--- config.mk ---
export PLATFORM = sky130hd
export DESIGN_NAME = raster_timing_gen
export DESIGN_NICKNAME = d
export VERILOG_FILES = /design/src/rtl/rtg_pkg.sv /design/src/rtl/rtg_shadow.sv /design/src/rtl/rtg_scan.sv /design/src/rtl/rtg_decode.sv /design/src/rtl/raster_timing_gen.sv
export SDC_FILE = /design/constraint.sdc
export NUM_CORES = 1
export LEC_CHECK = 0
export BUFFER_PORTS_ARGS = -buffer_cell sky130_fd_sc_hd__buf_4
export CAP_MARGIN = 20
export CELL_PAD_IN_SITES_DETAIL_PLACEMENT = 1
export CELL_PAD_IN_SITES_GLOBAL_PLACEMENT = 1
export CORE_MARGIN = 2
export CORE_UTILIZATION = 43
export CTS_CLUSTER_DIAMETER = 30
export DETAILED_ROUTE_END_ITERATION = 10
export PLACE_DENSITY = 0.85
export SLEW_MARGIN = 30
export SYNTH_ARGS = -nofsm -noshare
export SYNTH_HDL_FRONTEND = slang
export SYNTH_HIERARCHICAL = 1
export SYNTH_SLANG_ARGS = --single-unit
--- constraint.sdc ---
create_clock -name clk -period 6.85 [get_ports clk]
set_input_delay 0.3425 -clock clk [delete_from_list [all_inputs] [get_ports clk]]
set_output_delay 0.3425 -clock clk [all_outputs]
set_load 0.01 [all_outputs]
--- src/rtl/rtg_pkg.sv ---
package rtg_pkg;
  localparam int FW = 16;

  typedef struct packed {
    logic [FW-1:0] htot;
    logic [FW-1:0] vtot;
    logic [FW-1:0] hbs;
    logic [FW-1:0] hbe;
    logic [FW-1:0] vbs;
    logic [FW-1:0] vbe;
    logic [FW-1:0] whs;
    logic [FW-1:0] wv_long;
    logic [FW-1:0] wv_short;
    logic [FW-1:0] wwid;
    logic [FW-1:0] whgt;
    logic          pix_dbl;
    logic          blank;
    logic          scan_dbl;
    logic          disp_en;
    logic          ilace;
    logic          video_en;
  } rtg_cfg_t;
endpackage

--- src/rtl/rtg_shadow.sv ---
module rtg_shadow
  import rtg_pkg::*;
#(
  parameter int RGB_W = 24
) (
  input  logic             clk,
  input  logic             rst_n,
  input  logic             load,
  input  logic [31:0]      cfg_size,
  input  logic [31:0]      cfg_hbrd,
  input  logic [31:0]      cfg_vbrd,
  input  logic [FW-1:0]    cfg_whstart,
  input  logic [31:0]      cfg_wvstart,
  input  logic [31:0]      cfg_wsize,
  input  logic [31:0]      cfg_wincfg,
  input  logic [31:0]      cfg_mode,
  input  logic [31:0]      cfg_sync,
  input  logic [RGB_W-1:0] cfg_border_rgb,
  output rtg_cfg_t         act,
  output logic [RGB_W-1:0] act_border,
  output logic             primed
);
  rtg_cfg_t         prog;
  rtg_cfg_t         act_d;
  logic [RGB_W-1:0] border_d;
  logic             primed_d;
  logic             unused_ctl_bits;

  // field extraction from the programmed words
  always_comb begin
    prog.htot     = cfg_size[FW-1:0];
    prog.vtot     = cfg_size[31:16];
    prog.hbs      = cfg_hbrd[31:16];
    prog.hbe      = cfg_hbrd[FW-1:0];
    prog.vbs      = cfg_vbrd[31:16];
    prog.vbe      = cfg_vbrd[FW-1:0];
    prog.whs      = cfg_whstart;
    prog.wv_long  = cfg_wvstart[FW-1:0];
    prog.wv_short = cfg_wvstart[31:16];
    prog.wwid     = cfg_wsize[FW-1:0];
    prog.whgt     = cfg_wsize[31:16];
    prog.pix_dbl  = cfg_wincfg[0];
    prog.blank    = cfg_wincfg[3];
    prog.scan_dbl = cfg_mode[1];
    prog.disp_en  = cfg_mode[0];
    prog.ilace    = cfg_sync[4];
    prog.video_en = cfg_sync[8];
  end

  assign unused_ctl_bits = ^{cfg_wincfg[31:4], cfg_wincfg[2:1], cfg_mode[31:2],
                             cfg_sync[31:9], cfg_sync[7:5], cfg_sync[3:0]};

  always_comb begin
    act_d    = act;
    border_d = act_border;
    primed_d = primed | load;
    if (load) begin
      act_d    = prog;
      border_d = cfg_border_rgb;
    end
  end

  always_ff @(posedge clk or negedge rst_n) begin
    if (!rst_n) begin
      act        <= '0;
      act_border <= '0;
      primed     <= 1'b0;
    end else begin
      act        <= act_d;
      act_border <= border_d;
      primed     <= primed_d;
    end
  end
endmodule

--- src/rtl/rtg_scan.sv ---
module rtg_scan
  import rtg_pkg::*;
(
  input  logic          clk,
  input  logic          rst_n,
  input  logic          pix_en,
  input  logic          primed,
  input  rtg_cfg_t      act,
  output logic [FW-1:0] h_pos,
  output logic [FW-1:0] v_pos,
  output logic          field,
  output logic          load_req
);
  logic [FW-1:0] h_d;
  logic [FW-1:0] v_d;
  logic          f_d;
  logic [FW-1:0] v_last;
  logic          line_end;
  logic          adv;

  always_comb begin
    line_end = (h_pos >= (act.htot - FW'(1)));
    // the long field of an interlaced frame carries one extra line
    v_last   = act.vtot - FW'(1) + FW'(act.ilace & ~field);
    adv      = pix_en & primed;
    h_d      = h_pos;
    v_d      = v_pos;
    f_d      = field;
    if (adv) begin
      if (line_end) begin
        h_d = '0;
        if (v_pos >= v_last) begin
          v_d = '0;
          f_d = act.ilace & ~field;
        end else begin
          v_d = v_pos + FW'(1);
          f_d = act.ilace & field;
        end
      end else begin
        h_d = h_pos + FW'(1);
        f_d = act.ilace & field;
      end
    end
    // copy shadow values on the first clock of vertical sync
    load_req = pix_en & (~primed | (line_end & (v_d == act.vbe)));
  end

  always_ff @(posedge clk or negedge rst_n) begin
    if (!rst_n) begin
      h_pos <= '0;
      v_pos <= '0;
      field <= 1'b0;
    end else begin
      h_pos <= h_d;
      v_pos <= v_d;
      field <= f_d;
    end
  end
endmodule

--- src/rtl/rtg_decode.sv ---
module rtg_decode
  import rtg_pkg::*;
#(
  parameter int RGB_W = 24
) (
  input  rtg_cfg_t         act,
  input  logic [RGB_W-1:0] act_border,
  input  logic [FW-1:0]    h_pos,
  input  logic [FW-1:0]    v_pos,
  input  logic             field,
  input  logic [RGB_W-1:0] pix_rgb,
  output logic             hsync_n,
  output logic             vsync_n,
  output logic             border_act,
  output logic             window_act,
  output logic [FW-1:0]    win_x,
  output logic [FW-1:0]    win_y,
  output logic             rgb_sel_pix,
  output logic [RGB_W-1:0] rgb_out
);
  logic          hs_zone;
  logic          vs_zone;
  logic          in_rect;
  logic [FW-1:0] wv_sel;
  logic [FW:0]   ext_w;
  logic [FW:0]   ext_h;
  logic [FW:0]   dx;
  logic [FW:0]   dy;
  logic          in_wh;
  logic          in_wv;
  logic [FW-1:0] x_loc;
  logic [FW-1:0] y_loc;
  logic          color_on;
  logic          unused_borrow;

  always_comb begin
    hs_zone  = (h_pos >= act.hbe) | (h_pos < act.hbs);
    vs_zone  = (v_pos >= act.vbe) | (v_pos < act.vbs);
    in_rect  = ~hs_zone & ~vs_zone;
    hsync_n  = ~(act.video_en & hs_zone);
    vsync_n  = ~(act.video_en & vs_zone);

    wv_sel   = field ? act.wv_short : act.wv_long;
    ext_w    = {1'b0, act.wwid} << act.pix_dbl;
    ext_h    = {1'b0, act.whgt} << act.scan_dbl;
    dx       = {1'b0, h_pos} - {1'b0, act.whs};
    dy       = {1'b0, v_pos} - {1'b0, wv_sel};
    in_wh    = (h_pos >= act.whs) & (dx < ext_w);
    in_wv    = (v_pos >= wv_sel) & (dy < ext_h);
    x_loc    = dx[FW-1:0] >> act.pix_dbl;
    y_loc    = dy[FW-1:0] >> act.scan_dbl;

    window_act  = in_rect & in_wh & in_wv & ~act.blank;
    border_act  = in_rect & ~window_act;
    rgb_sel_pix = window_act;
    win_x       = window_act ? x_loc : '0;
    if (!window_act)    win_y = '0;
    else if (act.ilace) win_y = {y_loc[FW-2:0], field};
    else                win_y = y_loc;

    color_on = act.video_en & act.disp_en;
    if (!color_on)       rgb_out = '0;
    else if (window_act) rgb_out = pix_rgb;
    else if (border_act) rgb_out = act_border;
    else                 rgb_out = '0;
  end

  assign unused_borrow = dx[FW] ^ dy[FW];
endmodule

--- src/rtl/raster_timing_gen.sv ---
module raster_timing_gen
  import rtg_pkg::*;
#(
  parameter int RGB_W = 24
) (
  input  logic             clk,
  input  logic             rst_n,
  input  logic             pix_en,
  input  logic [31:0]      cfg_size,
  input  logic [31:0]      cfg_hbrd,
  input  logic [31:0]      cfg_vbrd,
  input  logic [FW-1:0]    cfg_whstart,
  input  logic [31:0]      cfg_wvstart,
  input  logic [31:0]      cfg_wsize,
  input  logic [31:0]      cfg_wincfg,
  input  logic [31:0]      cfg_mode,
  input  logic [31:0]      cfg_sync,
  input  logic [RGB_W-1:0] cfg_border_rgb,
  input  logic [RGB_W-1:0] pix_rgb,
  output logic             hsync_n,
  output logic             vsync_n,
  output logic             border_act,
  output logic             window_act,
  output logic             field_odd,
  output logic [FW-1:0]    win_x,
  output logic [FW-1:0]    win_y,
  output logic             rgb_sel_pix,
  output logic [RGB_W-1:0] rgb_out
);
  rtg_cfg_t         act_cfg;
  logic [RGB_W-1:0] act_border;
  logic             primed;
  logic             load_req;
  logic [FW-1:0]    scan_h;
  logic [FW-1:0]    scan_v;

  rtg_shadow #(.RGB_W(RGB_W)) u_shadow (
    .clk(clk), .rst_n(rst_n), .load(load_req),
    .cfg_size(cfg_size), .cfg_hbrd(cfg_hbrd), .cfg_vbrd(cfg_vbrd),
    .cfg_whstart(cfg_whstart), .cfg_wvstart(cfg_wvstart), .cfg_wsize(cfg_wsize),
    .cfg_wincfg(cfg_wincfg), .cfg_mode(cfg_mode), .cfg_sync(cfg_sync),
    .cfg_border_rgb(cfg_border_rgb),
    .act(act_cfg), .act_border(act_border), .primed(primed)
  );

  rtg_scan u_scan (
    .clk(clk), .rst_n(rst_n), .pix_en(pix_en), .primed(primed), .act(act_cfg),
    .h_pos(scan_h), .v_pos(scan_v), .field(field_odd), .load_req(load_req)
  );

  rtg_decode #(.RGB_W(RGB_W)) u_decode (
    .act(act_cfg), .act_border(act_border), .h_pos(scan_h), .v_pos(scan_v),
    .field(field_odd), .pix_rgb(pix_rgb),
    .hsync_n(hsync_n), .vsync_n(vsync_n), .border_act(border_act),
    .window_act(window_act), .win_x(win_x), .win_y(win_y),
    .rgb_sel_pix(rgb_sel_pix), .rgb_out(rgb_out)
  );
endmodule

# Yosys cells after proc, flatten, opt, wreduce, memory -nomap -nowiden
# Index checks and enable logic that the tools add are counted.
[classes] bitwise=29 div=0 shifts=4 eq_ne=1 n_mul=0 addsub=7 mux=13 n_lt_le_gt_ge=10 n_reduce_logical=0
[op_table] operator="16-bit 2-to-1 mux" count=8
[op_table] operator="16-bit greater-or-equal comparator" count=6
[op_table] operator="24-bit 2-to-1 mux" count=3
[op_table] operator="17-bit less-than comparator" count=2
[op_table] operator="16-bit by 1-bit left shift with 17-bit output" count=2
[op_table] operator="16-bit by 16-bit subtractor with 17-bit output" count=2
[op_table] operator="16-bit by 1-bit adder with 16-bit output, second input constant" count=2
[op_table] operator="16-bit less-than comparator" count=2
[op_table] operator="16-bit by 1-bit right shift with 16-bit output" count=2
[op_table] operator="16-bit by 1-bit subtractor with 16-bit output, second input constant" count=2
[op_table] operator="16-bit adder" count=1
[op_table] operator="1-bit by 16-bit bitwise AND with 16-bit output" count=1
[op_table] operator="16-bit equality test" count=1
[op_table] operator="1-bit NOT with 16-bit output" count=1
[op_table] operator="1-bit bitwise AND" count=15
[op_table] operator="1-bit NOT" count=8
[op_table] operator="1-bit bitwise OR" count=4
[op_table] operator="1-bit 2-to-1 mux" count=2
[totals] n_memories=0 register_bits=240 output_inout_bits=62 ramBits=0 word_cells=86 latch_bits=0 inputBits=323 romBits=0

# Depth between registers and ports, before layout
# Gate-level depths: netlist of run 1.
[logic_depth] depth_word=12 ltp_mapped=24

# Modules after synthesis
# Netlist of run 1, hierarchy kept.
[modules_own_cells] mod="rtg_shadow" seq_area_each_um2=5180.0 cells_per_inst=437 area_per_inst_um2=8205.4 instances=1
[modules_own_cells] mod="rtg_decode" seq_area_each_um2=0.0 cells_per_inst=720 area_per_inst_um2=5375.2 instances=1
[modules_own_cells] mod="rtg_scan" seq_area_each_um2=825.8 cells_per_inst=460 area_per_inst_um2=3611.0 instances=1

# Worst setup path before layout of run 1
# No wires, ideal clock.
[synth_timing] path_type="register -> output" start="reg u_scan.field" end="out win_y[7]" stages_incl_launch_ff=23 setup_slack_ns=1.606 arrival_ns=4.901 n_path_buf=4 cell_sequence="dfrtp_1 -> clkbuf_1 -> clkbuf_1 -> mux2i_1 -> ha_1 -> and3_1 -> a221oi_2 -> o31ai_1 -> o21ai_0 -> a31o_2 -> xnor2_1 -> inv_1 -> ha_1 -> a21oi_1 -> nor2b_1 -> o21ai_0 -> nand4_1 -> a211oi_1 -> and4_1 -> buf_6 -> o211ai_4 -> buf_6 -> a211oi_1"
[synth_via] elab_chain_len=7
[synth_rtl] element="start: declaration" line="rtg_scan.sv:11" source="output logic field,"
[synth_rtl] element="start signal: assignment" line="rtg_scan.sv:52" source="field <= 1'b0;"
[synth_rtl] element="start signal: assignment" line="rtg_scan.sv:56" source="field <= f_d;"
[synth_rtl] element="16-bit 2-to-1 mux *" line="rtg_decode.sv:43" source="wv_sel = field ? act.wv_short : act.wv_long;"
[synth_rtl] element="16-bit by 16-bit subtractor with 17-bit output" line="rtg_decode.sv:47" source="dy = {1'b0, v_pos} - {1'b0, wv_sel};"
[synth_rtl] element="17-bit less-than comparator" line="rtg_decode.sv:49" source="in_wv = (v_pos >= wv_sel) & (dy < ext_h);"
[synth_rtl] element="1-bit bitwise AND" line="rtg_decode.sv:49"
[synth_rtl] element="1-bit bitwise AND (2 in a row)" line="rtg_decode.sv:53" source="window_act = in_rect & in_wh & in_wv & ~act.blank;"
[synth_rtl] element="16-bit 2-to-1 mux *" line="rtg_decode.sv:57" source="if (!window_act) win_y = '0;"
[synth_rtl] element="end: declaration" line="raster_timing_gen.sv:26" source="output logic [FW-1:0] win_y,"
# Mark *: on every way between the ends. The rest lies on a longest branch, timed or not.

# Worst setup path after layout of run 1
[layout_timing] start="reg u_scan.field" end="out win_x[10]"
[layout_via] elab_chain_len=7
[layout_rtl] element="16-bit 2-to-1 mux *" line="rtg_decode.sv:43"
[layout_rtl] element="16-bit by 16-bit subtractor with 17-bit output" line="rtg_decode.sv:47"
[layout_rtl] element="17-bit less-than comparator" line="rtg_decode.sv:49"
[layout_rtl] element="1-bit bitwise AND *" line="rtg_decode.sv:49"
[layout_rtl] element="1-bit bitwise AND * (2 in a row)" line="rtg_decode.sv:53"
[layout_rtl] element="16-bit 2-to-1 mux *" line="rtg_decode.sv:56" source="win_x = window_act ? x_loc : '0;"
[layout_rtl] element="end: declaration" line="raster_timing_gen.sv:25" source="output logic [FW-1:0] win_x,"
# Marks and branches as above.

==> flow_summary.yaml, run 1 <==
cts:
  htreeDepth: 3
  cts.sinks: 240
  cts-root-buf: "clkbuf_16"
  cts_tree: "done"
  clk_latency_ps: 580
  clockBufferDepth: 3
  clk_pin_slew_ps: 50
  cts_buffers: 67
detailed_routing:
  dr_wl_met2_um: 35560
  finalWirelength_um: 67380
  dr.pass1.iters: 5
  drtIter0Drc: 738
  via_per_inst: 5.781
  drc_errors: 0
  num_vias: 15340
  ant_nets: 0
  met1_length_um: 25030
  met3_length_um: 3225
  avgRoutedWirePerCell_um: 25.39
  routed.top_layer: "met4"
worst_setup_path:
  arrival_ps: 6280
  cp-start-kind: "flop"
  worst-path-max-fanout: 20
  required_ps: 6510
  worstSetupPathType: "flop to primary output"
  worstSetupEndpointType: "primary output"
sta:
  whs_ps: 3.783
  rsz0062_at_grt: "no"
  hold_viol_final: 0
  fin_tns_setup_ps: 0
  fin_crit_sh: 0.9664
  max_slew_margin: 0.3709
  tightest_slew_ps: 943.6
  final_max_slew_viol_count: 0
  max_freq_mhz: 151.1
  fin_worst_skew_ps: 28.45
  setup_ws_ps: 230.4
  setup_viol: 0
  period_needed_ps: 6620
global_routing:
  antenna_found_initial: 1
  grtUsageTotal: 0.3217
  grt_pass1_vias: 17500
  grt_max_degree: 160
  grt_pass1_wl_um: 102900
  gr-total-overflow: 0
floorplanning:
  pin_count: 385
  die_area_sq_mm: 0.04160
  die_x_um: 204.0
  core-area_sq_mm: 0.03964
  die_h_um: 204.0
  placementRows: 73
  start_util: 0.4337
synth:
  synth_cell_types: 79
  ys_seq_elements: 240
  synth_fp_nets: 2105
  syn_avg_cell_area_sq_um: 10.63
  synthArstFlopShare: 1.000
  synth_warnings: 6
  yosysSeqAreaShare: 0.3493
  synthFlopType: "dfrtp_1"
  synth_enable_flop_cells: 0
  syn_area_sq_mm: 0.01719
  synthCells: 1617
run:
  cap_violations: 0
pwr:
  seqPwrFrac: 0.259
  p_int_mw: 6.005
  p_clk_frac: 0.346
  p_sw_mw: 3.599
  power_leakage_nw: 11.17
  switching_share: 0.3748
  peakVddDrop_uv: 245.7
  power_density_mw_per_mm2: 406.5
  pwr-share-comb: 0.395
finish:
  final_cell_mix: "buf_4 (313), dfrtp_1 (240), ha_1 (163), mux2_4 (129), dlygate4sd3_1 (126)"
  fin_nets: 2563
  syn2layout_area_growth_pct: 37.43
  fill_cells: 4197
  final_util: 0.5960
  drive_above_1_share: 0.3200
  layout.cells.non_filler: 2654
  mostFrequentLayoutCell: "buf_4"
placed_design:
  place_congestion: 0.9062
  dp_hpwl_um: 41000
  dpl.cell_count: 2404
  pre_cts_ws_ps: 664.8
  portBuffers: 294
run_status:
  outcome: "complete, no violations"
min_path:
  hold_class: "input pin to flop"
==> cell usage after synthesis (24+ instances only) <==
| cell | n | area [sq um] |
|---|---|---|
| a21o_1 | 31 | 232.7 |
| a21oi_1 | 78 | 390.4 |
| dfrtp_1 | 240 | 6006 |
| ha_1 | 163 | 2039 |
| inv_1 | 116 | 435.4 |
| mux2_2 | 82 | 923.4 |
| mux2_4 | 129 | 1937 |
| mux2i_1 | 94 | 940.9 |
| nand2_1 | 75 | 281.5 |
| nand3_1 | 24 | 120.1 |
| nor2_1 | 116 | 435.4 |
| nor3_1 | 25 | 125.1 |
| o21ai_0 | 62 | 310.3 |
| xnor2_1 | 50 | 437.9 |
| xor2_1 | 28 | 245.2 |
==> timing repair <==
| item | CTS | global route |
|---|---|---|
| setup buffers | 0 | 0 |
| endpoints found under the hold margin | 204 | 2 |
| hold buffers | 124 | 2 |
| resized for setup | 0 | 3 |
| setup endpoints to repair | 0 | 45 |
==> critical path, cell delays in order, from the launching register on <==
cell,delay (ps)
dfrtp_1,560
buf_4,370
mux2i_1,340
ha_1,360
a21oi_1,220
a21oi_1,140
or3_1,420
a31o_2,260
a21oi_1,180
xnor2_1,320
ha_1,350
a21o_1,160
a21oi_1,240
o22ai_1,140
a211oi_1,220
and4_2,370
o211ai_4,310
buf_4,340
nor2_1,210
buf_4,180
==> power groups by stage <==
stage	registers, mW	clock network (mW)	logic, mW
final	2.49	3.32	3.79
after global routing	2.55	3.42	4.09
after CTS	2.45	3.32	3.61
after detailed placement	2.44	0	3.41
after global placement	2.40	0	3.18
after floorplan	2.21	0	2.57
==> sequential cells by signal, indices dropped and copies added (netlist names) <==
register	count
u_shadow/act	182
u_shadow/act_border	24
u_scan/h_pos	16
u_scan/v_pos	16
u_scan/field	1
u_shadow/primed	1
==> layer usage <==
| metal | vias up | GRT usage |
|---|---|---|
| met4 | 0 | 0.1773 |
| met5 | - | 0 |
| li1 | 6788 | - |
| met1 | 7725 | 0.3483 |
| met2 | 592 | 0.5920 |
| met3 | 238 | 0.05708 |
==> per-stage QoR <==
stage               cell area, sq um  power [mW]
finish                         23630       9.604
global route                   23630       10.06
CTS                            23560       9.380
detailed placement             19950       5.850
global placement               19940       5.578
floorplan                      17190       4.784
==> final cells by class <==
| cell class | instances | area, sq um | area share |
|---|---|---|---|
| clock inverter | 35 | 475.5 | 0.02012 |
| antenna | 1 | 2.502 | 0.0001059 |
| clock buffer | 87 | 1896 | 0.08023 |
| sequential | 240 | 6006 | 0.2542 |
| inverter | 116 | 435.4 | 0.01843 |
| tap | 525 | 656.9 | 0.02780 |
| timing repair buffer | 446 | 3754 | 0.1589 |
| multi-input combinational | 1204 | 10400 | 0.4402 |
==> kinds of logic after synthesis <==
group | after synthesis | share of synthesized area
muxes | 305 | 0.2211
and+or+nand+nor | 368 | 0.1064
DFF | 240 | 0.3493
buffers and inverters | 173 | 0.04796
AOI/OAI and AO/OA | 288 | 0.1145
xor gates and xnor gates | 78 | 0.03974
adders and majority gates | 165 | 0.1210
==> worst paths after layout <==
kind                       slack, ps           endpoint              start  cells past startpoint
max                              230          win_x[10]       u_scan/field                     19
min                                4   u_shadow/act[17]      cfg_wsize[27]                      2
max reg2reg                      310   u_shadow/act[35]  u_shadow/act[170]                     20
min reg2reg                      500  u_shadow/act[115]  u_shadow/act[115]                      1
max in group asynchronous       5210   u_shadow/act[33]              rst_n                      4
min in group asynchronous        360  u_shadow/act[114]              rst_n                      2
Power figures use the tool's default switching activity.
==> inputs of run 2 (changes only) <==
Settings changed: HOLD_SLACK_MARGIN set to 0.05.
==> flow_summary.yaml, run 2 (same netlist as run 1, synthesis figures left out) <==
run_status:
  outcome: "complete, no violations"
global_routing:
  grt_max_degree: 160
  antenna_found_initial: 2
  gr-total-overflow: 0
  grtUsageTotal: 0.3499
  grt_pass1_vias: 18310
  grt_pass1_wl_um: 110500
floorplanning:
  die_h_um: 204.0
  pin_count: 385
  placementRows: 73
  die_area_sq_mm: 0.04160
  core-area_sq_mm: 0.03964
  start_util: 0.4337
  die_x_um: 204.0
cts:
  cts_tree: "done"
  cts-root-buf: "clkbuf_16"
  clk_latency_ps: 590
  clk_pin_slew_ps: 40
  cts_buffers: 67
  cts.sinks: 240
  clockBufferDepth: 3
  htreeDepth: 3
worst_setup_path:
  worstSetupPathType: "flop to primary output"
  required_ps: 6510
  cp_cell_sequence: "mux2_2 > ha_1 > inv_1 > fa_1 > a21o_1 > a221oi_2 > o31ai_1 > o21ai_0 > a31o_2 > xnor2_2 > inv_1 > ha_1 > a21oi_1 > nor2b_1 > o21ai_0 > nand4_1 > a211oi_1 > and4_2 > o211ai_4 > buf_4 > nor2_1 > buf_4"
  worst-path-buf-inv: 4
  cp-start-kind: "flop"
  r2r_end: "u_shadow/act[38]"
  ff2ff_path_depth: 21
  worst-path-max-fanout: 20
  cp_slowest_stage_delay_ps: 570
  arrival_ps: 6240
  worstSetupEndpointType: "primary output"
  crit_slowest_cell: "dfrtp_1"
  r2r-start: "u_shadow/act[170]"
  path_delay_family: "compound AO/OA/AOI/OAI gates"
  rrSetupSlack_ps: 280
pwr:
  pwr-share-comb: 0.405
  switching_share: 0.3845
  power_density_mw_per_mm2: 402.8
  p_sw_mw: 3.786
  p_int_mw: 6.059
  p_clk_frac: 0.340
  peakVddDrop_uv: 272.7
  seqPwrFrac: 0.254
  power_leakage_nw: 11.51
detailed_routing:
  avgRoutedWirePerCell_um: 26.53
  drc_errors: 0
  num_vias: 16040
  finalWirelength_um: 72600
  ant_nets: 0
  via_per_inst: 5.861
  dr.pass1.iters: 5
  drtIter0Drc: 885
sta:
  max_slew_margin: 0.3969
  rsz0062_at_grt: "no"
  fin_worst_skew_ps: 30.42
  setup_viol: 0
  period_needed_ps: 6587
  fin_tns_setup_ps: 0
  tightest_slew_ps: 899.2
  final_max_slew_viol_count: 0
  fin_crit_sh: 0.9616
  hold_viol_final: 0
  max_freq_mhz: 151.8
finish:
  fill_cells: 4127
  drive_above_1_share: 0.3087
  final_cell_mix: "buf_4 (312), dfrtp_1 (239), dlygate4sd3_1 (207), ha_1 (163), mux2_4 (129)"
  reg_top3: "u_shadow/act: 182 flops, u_shadow/act_border: 24 flops"
  syn2layout_area_growth_pct: 42.18
  final-seq-area_sq_mm: 0.006007
  largest_register_ffs: 182
  stdcell_area_sq_mm: 0.02444
  multiInputGateArea_sq_mm: 0.01040
  mostFrequentLayoutCell: "buf_4"
  fin_nets: 2644
  largest_register: "u_shadow/act"
placed_design:
  dp_hpwl_um: 41000
  dpl_cell_area_sq_mm: 0.01995
  portBuffers: 294
  place_congestion: 0.9062
run:
  cap_violations: 0
min_path:
  hold_class: "input pin to asynchronous set/reset pin"
[run 2: power groups by stage]
stage / Sequential [mW] / Clock [mW] / Combinational, mW
final: 2.50 / 3.35 / 3.99
after global routing: 2.56 / 3.45 / 4.23
after CTS: 2.45 / 3.32 / 3.65
after detailed placement: 2.44 / 0 / 3.41
after global placement: 2.40 / 0 / 3.18
after floorplan: 2.21 / 0 / 2.57
[run 2: routing by layer]
| metal | GRT usage | up-vias | share of wire |
|---|---|---|---|
| met3 | 0.06075 | 309 | 0.051 |
| met2 | 0.6386 | 746 | 0.52 |
| met4 | 0.2285 | 0 | 0.066 |
| met1 | 0.3701 | 8010 | 0.36 |
| li1 | - | 6970 | - |
| met5 | 0 | - | 0 |
[run 2: worst max path at each step]
stage / start / end / slack, ps / cells after the start
final: u_scan/field / win_x[13] / 260 / 22
after global routing: u_shadow/act[170] / u_shadow/act[38] / 50 / 21
after CTS: u_scan/field / win_x[10] / 90 / 21
after detailed placement: u_shadow/act[170] / u_shadow/act_border[3] / 660 / 20
after global placement: u_shadow/act[170] / u_shadow/act[40] / 940 / 20
after floorplan: u_scan/field / win_y[7] / 1610 / 22
[run 2: what timing repair did]
item	4_1_cts	5_1_grt
hold buffers	207	0
resized for setup	0	4
setup endpoints to repair	0	72
hold endpoints to repair	287	0
buffers inserted	0	0
[run 2: through the flow]
step	worst slack [ps]	power, mW	hold slack, ps	utilization	std cells
final	262.9	9.845	353.3	0.6166	2736
after detailed placement	664.8	5.850	369.8	0.5032	2404
after CTS	91.09	9.418	361.4	0.6153	2733
after global routing	54.40	10.24	416.9	0.6166	2736
after global placement	935.8	5.578	357.0	0.5029	2404
after floorplan	1606	4.784	46.91	-	1617
[run 2: final cells by class]
class | count | share of cell area
Antenna cell | 2 | 0.0002048
Clock buffer | 87 | 0.07755
Multi-Input combinational cell | 1204 | 0.4254
Tap cell | 525 | 0.02687
Inverter | 116 | 0.01781
Timing Repair Buffer | 527 | 0.1869
Clock inverter | 35 | 0.01945
Sequential cell | 240 | 0.2458
==> inputs of run 3 (changes only) <==
Settings changed: ABC_AREA set to 1, CORE_UTILIZATION 43 to 40, PLACE_DENSITY 0.85 to 0.86.
==> flow_summary.yaml, run 3 <==
run_status:
  outcome: "complete, no violations"
synth:
  yosysSeqAreaShare: 0.3458
  synth_cell_types: 50
  synthTopCellsByArea: "dfrtp_1 (35%), nand2_1 (23%), ha_1 (12%)"
  yosys.area.top_type_share: 0.3458
  syn_area_sq_mm: 0.01737
  synth_enable_flop_cells: 0
  syn_avg_cell_area_sq_um: 7.032
  yosys.area.top_type: "dfrtp_1"
  synth.most_common_cell: "nand2_1"
  synthArstFlopShare: 1.000
  synthCells: 2470
  synthFlopType: "dfrtp_1"
  synth_fp_nets: 2958
  synth_warnings: 6
  ys_top_cells_by_count: "nand2_1 (1,042), inv_1 (249), dfrtp_1 (240)"
  ys_seq_elements: 240
finish:
  stdcell_area_sq_mm: 0.02444
  syn2layout_area_growth_pct: 40.73
  layout.cells.non_filler: 3606
  mostFrequentLayoutCell: "nand2_1"
  fin_nets: 3454
  largest_register_ffs: 182
  reg_top3: "u_shadow/act: 182 flops, u_shadow/act_border: 24 flops"
  fill_cells: 5372
  final_cell_mix: "nand2_1 (1,042), buf_4 (297), inv_1 (249), dfrtp_1 (240), dlygate4sd3_1 (205)"
  largest_register: "u_shadow/act"
  drive_above_1_share: 0.1564
global_routing:
  grt_pass1_wl_um: 111500
  grt_max_degree: 154
  gr-total-overflow: 0
  grt_pass1_vias: 20840
  grtUsageTotal: 0.3184
  antenna_found_initial: 4
detailed_routing:
  via_per_inst: 5.241
  num_vias: 18900
  finalWirelength_um: 71970
  drc_errors: 0
  dr.pass1.iters: 7
  drtIter0Drc: 1090
  ant_nets: 0
  avgRoutedWirePerCell_um: 19.96
worst_setup_path:
  cp-start-kind: "flop"
  worstSetupPathType: "flop to flop"
  worstSetupEndpointType: "flop"
  cp_slowest_stage_delay_ps: 620
  required_ps: 7350
  crit_slowest_cell: "dfrtp_1"
  cp_common_cell: "nand2_1"
  worst-path-max-fanout: 71
  arrival_ps: 6690
pwr:
  p_int_mw: 6.127
  p_clk_frac: 0.306
  power_density_mw_per_mm2: 452.7
  pwr-share-comb: 0.481
  peakVddDrop_uv: 211.6
  switching_share: 0.4463
  total_power_mw: 11.06
  power_leakage_nw: 13.02
  p_sw_mw: 4.938
  seqPwrFrac: 0.213
placed_design:
  portBuffers: 294
  dp_hpwl_um: 43230
  place_congestion: 0.9166
  dpl.cell_count: 3273
  dpl_cell_area_sq_mm: 0.01994
  pre_cts_ws_ps: 1030
floorplanning:
  die_h_um: 212.4
  die_x_um: 212.4
  core-area_sq_mm: 0.04298
  start_util: 0.4041
  pin_count: 385
  die_area_sq_mm: 0.04510
  placementRows: 76
cts:
  cts_tree: "done"
  clk_latency_ps: 600
  htreeDepth: 3
  clockBufferDepth: 3
  cts-root-buf: "clkbuf_16"
  clk_pin_slew_ps: 40
  cts.sinks: 240
  cts_buffers: 71
sta:
  max_freq_mhz: 161.7
  period_needed_ps: 6183
  fin_crit_sh: 0.9027
  hold_viol_final: 0
  max_slew_margin: 0.3868
  rsz0062_at_grt: "no"
  fin_worst_skew_ps: 29.08
  setup_ws_ps: 666.8
  fin_tns_setup_ps: 0
  tightest_slew_ps: 918.7
  setup_viol: 0
  final_max_slew_viol_count: 0
run:
  cap_violations: 0
min_path:
  hold_class: "input pin to flop"
## run 3: cell types whose count changed after synthesis, sizes merged, moves of 24 or more
cell and delta:
nand4 +24, a21oi +31, nand3 +110, inv +138, mux2 -210, nor2 +38, nand2 +986, mux2i -75
xnor2 -32, buf +25, a21o -27
## run 3: critical path: cells and delay by family, from the launching register on
family                     cells  cell delay, ps
DFF                            1             620
buffers and inverters          5            1130
xor gates and xnor gates       1             200
and+or+nand+nor               18            2640
AOI/OAI and AO/OA              3             690
adders and majority gates      3             720
## run 3: final cells by class
type	count	area, sq um	share of cell area
multi-input cells	1890	9899	0.4050
flip-flops and latches	240	6006	0.2457
repair buffers	508	4397	0.1799
clock buffers	95	2051	0.08390
inverters	255	962.2	0.03937
well taps	585	732.0	0.02995
clock inverters	29	385.4	0.01577
diodes	4	10.01	0.0004095
## run 3: metal layers
metal	track usage	wire length, um	part of all wire
met5	0	12	0.00017
met4	0.1695	3799	0.053
met1	0.3546	28100	0.39
met3	0.05968	3159	0.044
met2	0.5741	36900	0.51
## run 3: final timing paths
check,startpoint,slack [ps],to,cells past startpoint
max reg2reg,u_shadow/act[1],670,u_shadow/act[22],30
min,cfg_size[2],100,u_shadow/act[168],3
min reg2reg,u_shadow/act[49],460,u_shadow/act[49],2
max in group asynchronous,rst_n,5040,u_shadow/act[55],3
max,u_shadow/act[1],670,u_shadow/act[22],30
min in group asynchronous,rst_n,350,u_shadow/act_border[8],2
## run 3: power by group through the flow
stage | registers (mW) | clock network [mW] | logic (mW)
2_1_floorplan | 2.11 | 0 | 3.65
3_3_place_gp | 2.32 | 0 | 4.65
3_5_place_dp | 2.34 | 0 | 4.96
4_1_cts | 2.34 | 3.39 | 5.14
5_1_grt | 2.41 | 3.51 | 6.00
6_report | 2.36 | 3.38 | 5.32
## run 3: cells by family after synthesis
kind of cell    after synthesis  synth area share
compound gates              196           0.06109
buf+inv                     340           0.08494
flops                       240            0.3458
fa+ha+maj                   165            0.1197
mux                          20           0.01160
simple gates               1446            0.3451
xor+xnor                     63           0.03177
## run 3: metrics by stage
step | utilization | hold WS, ps
2_1_floorplan | - | 46.91
3_5_place_dp | 0.4639 | 398.9
4_1_cts | 0.5683 | 63.26
6_report | 0.5687 | 102.0
5_1_grt | 0.5686 | 81.40
3_3_place_gp | 0.4639 | 388.8
## run 3: timing repair
action	4_1_cts	5_1_grt
endpoints found under the hold margin	291	0
resized for setup	0	0
buffers inserted	0	0
hold buffers	205	0
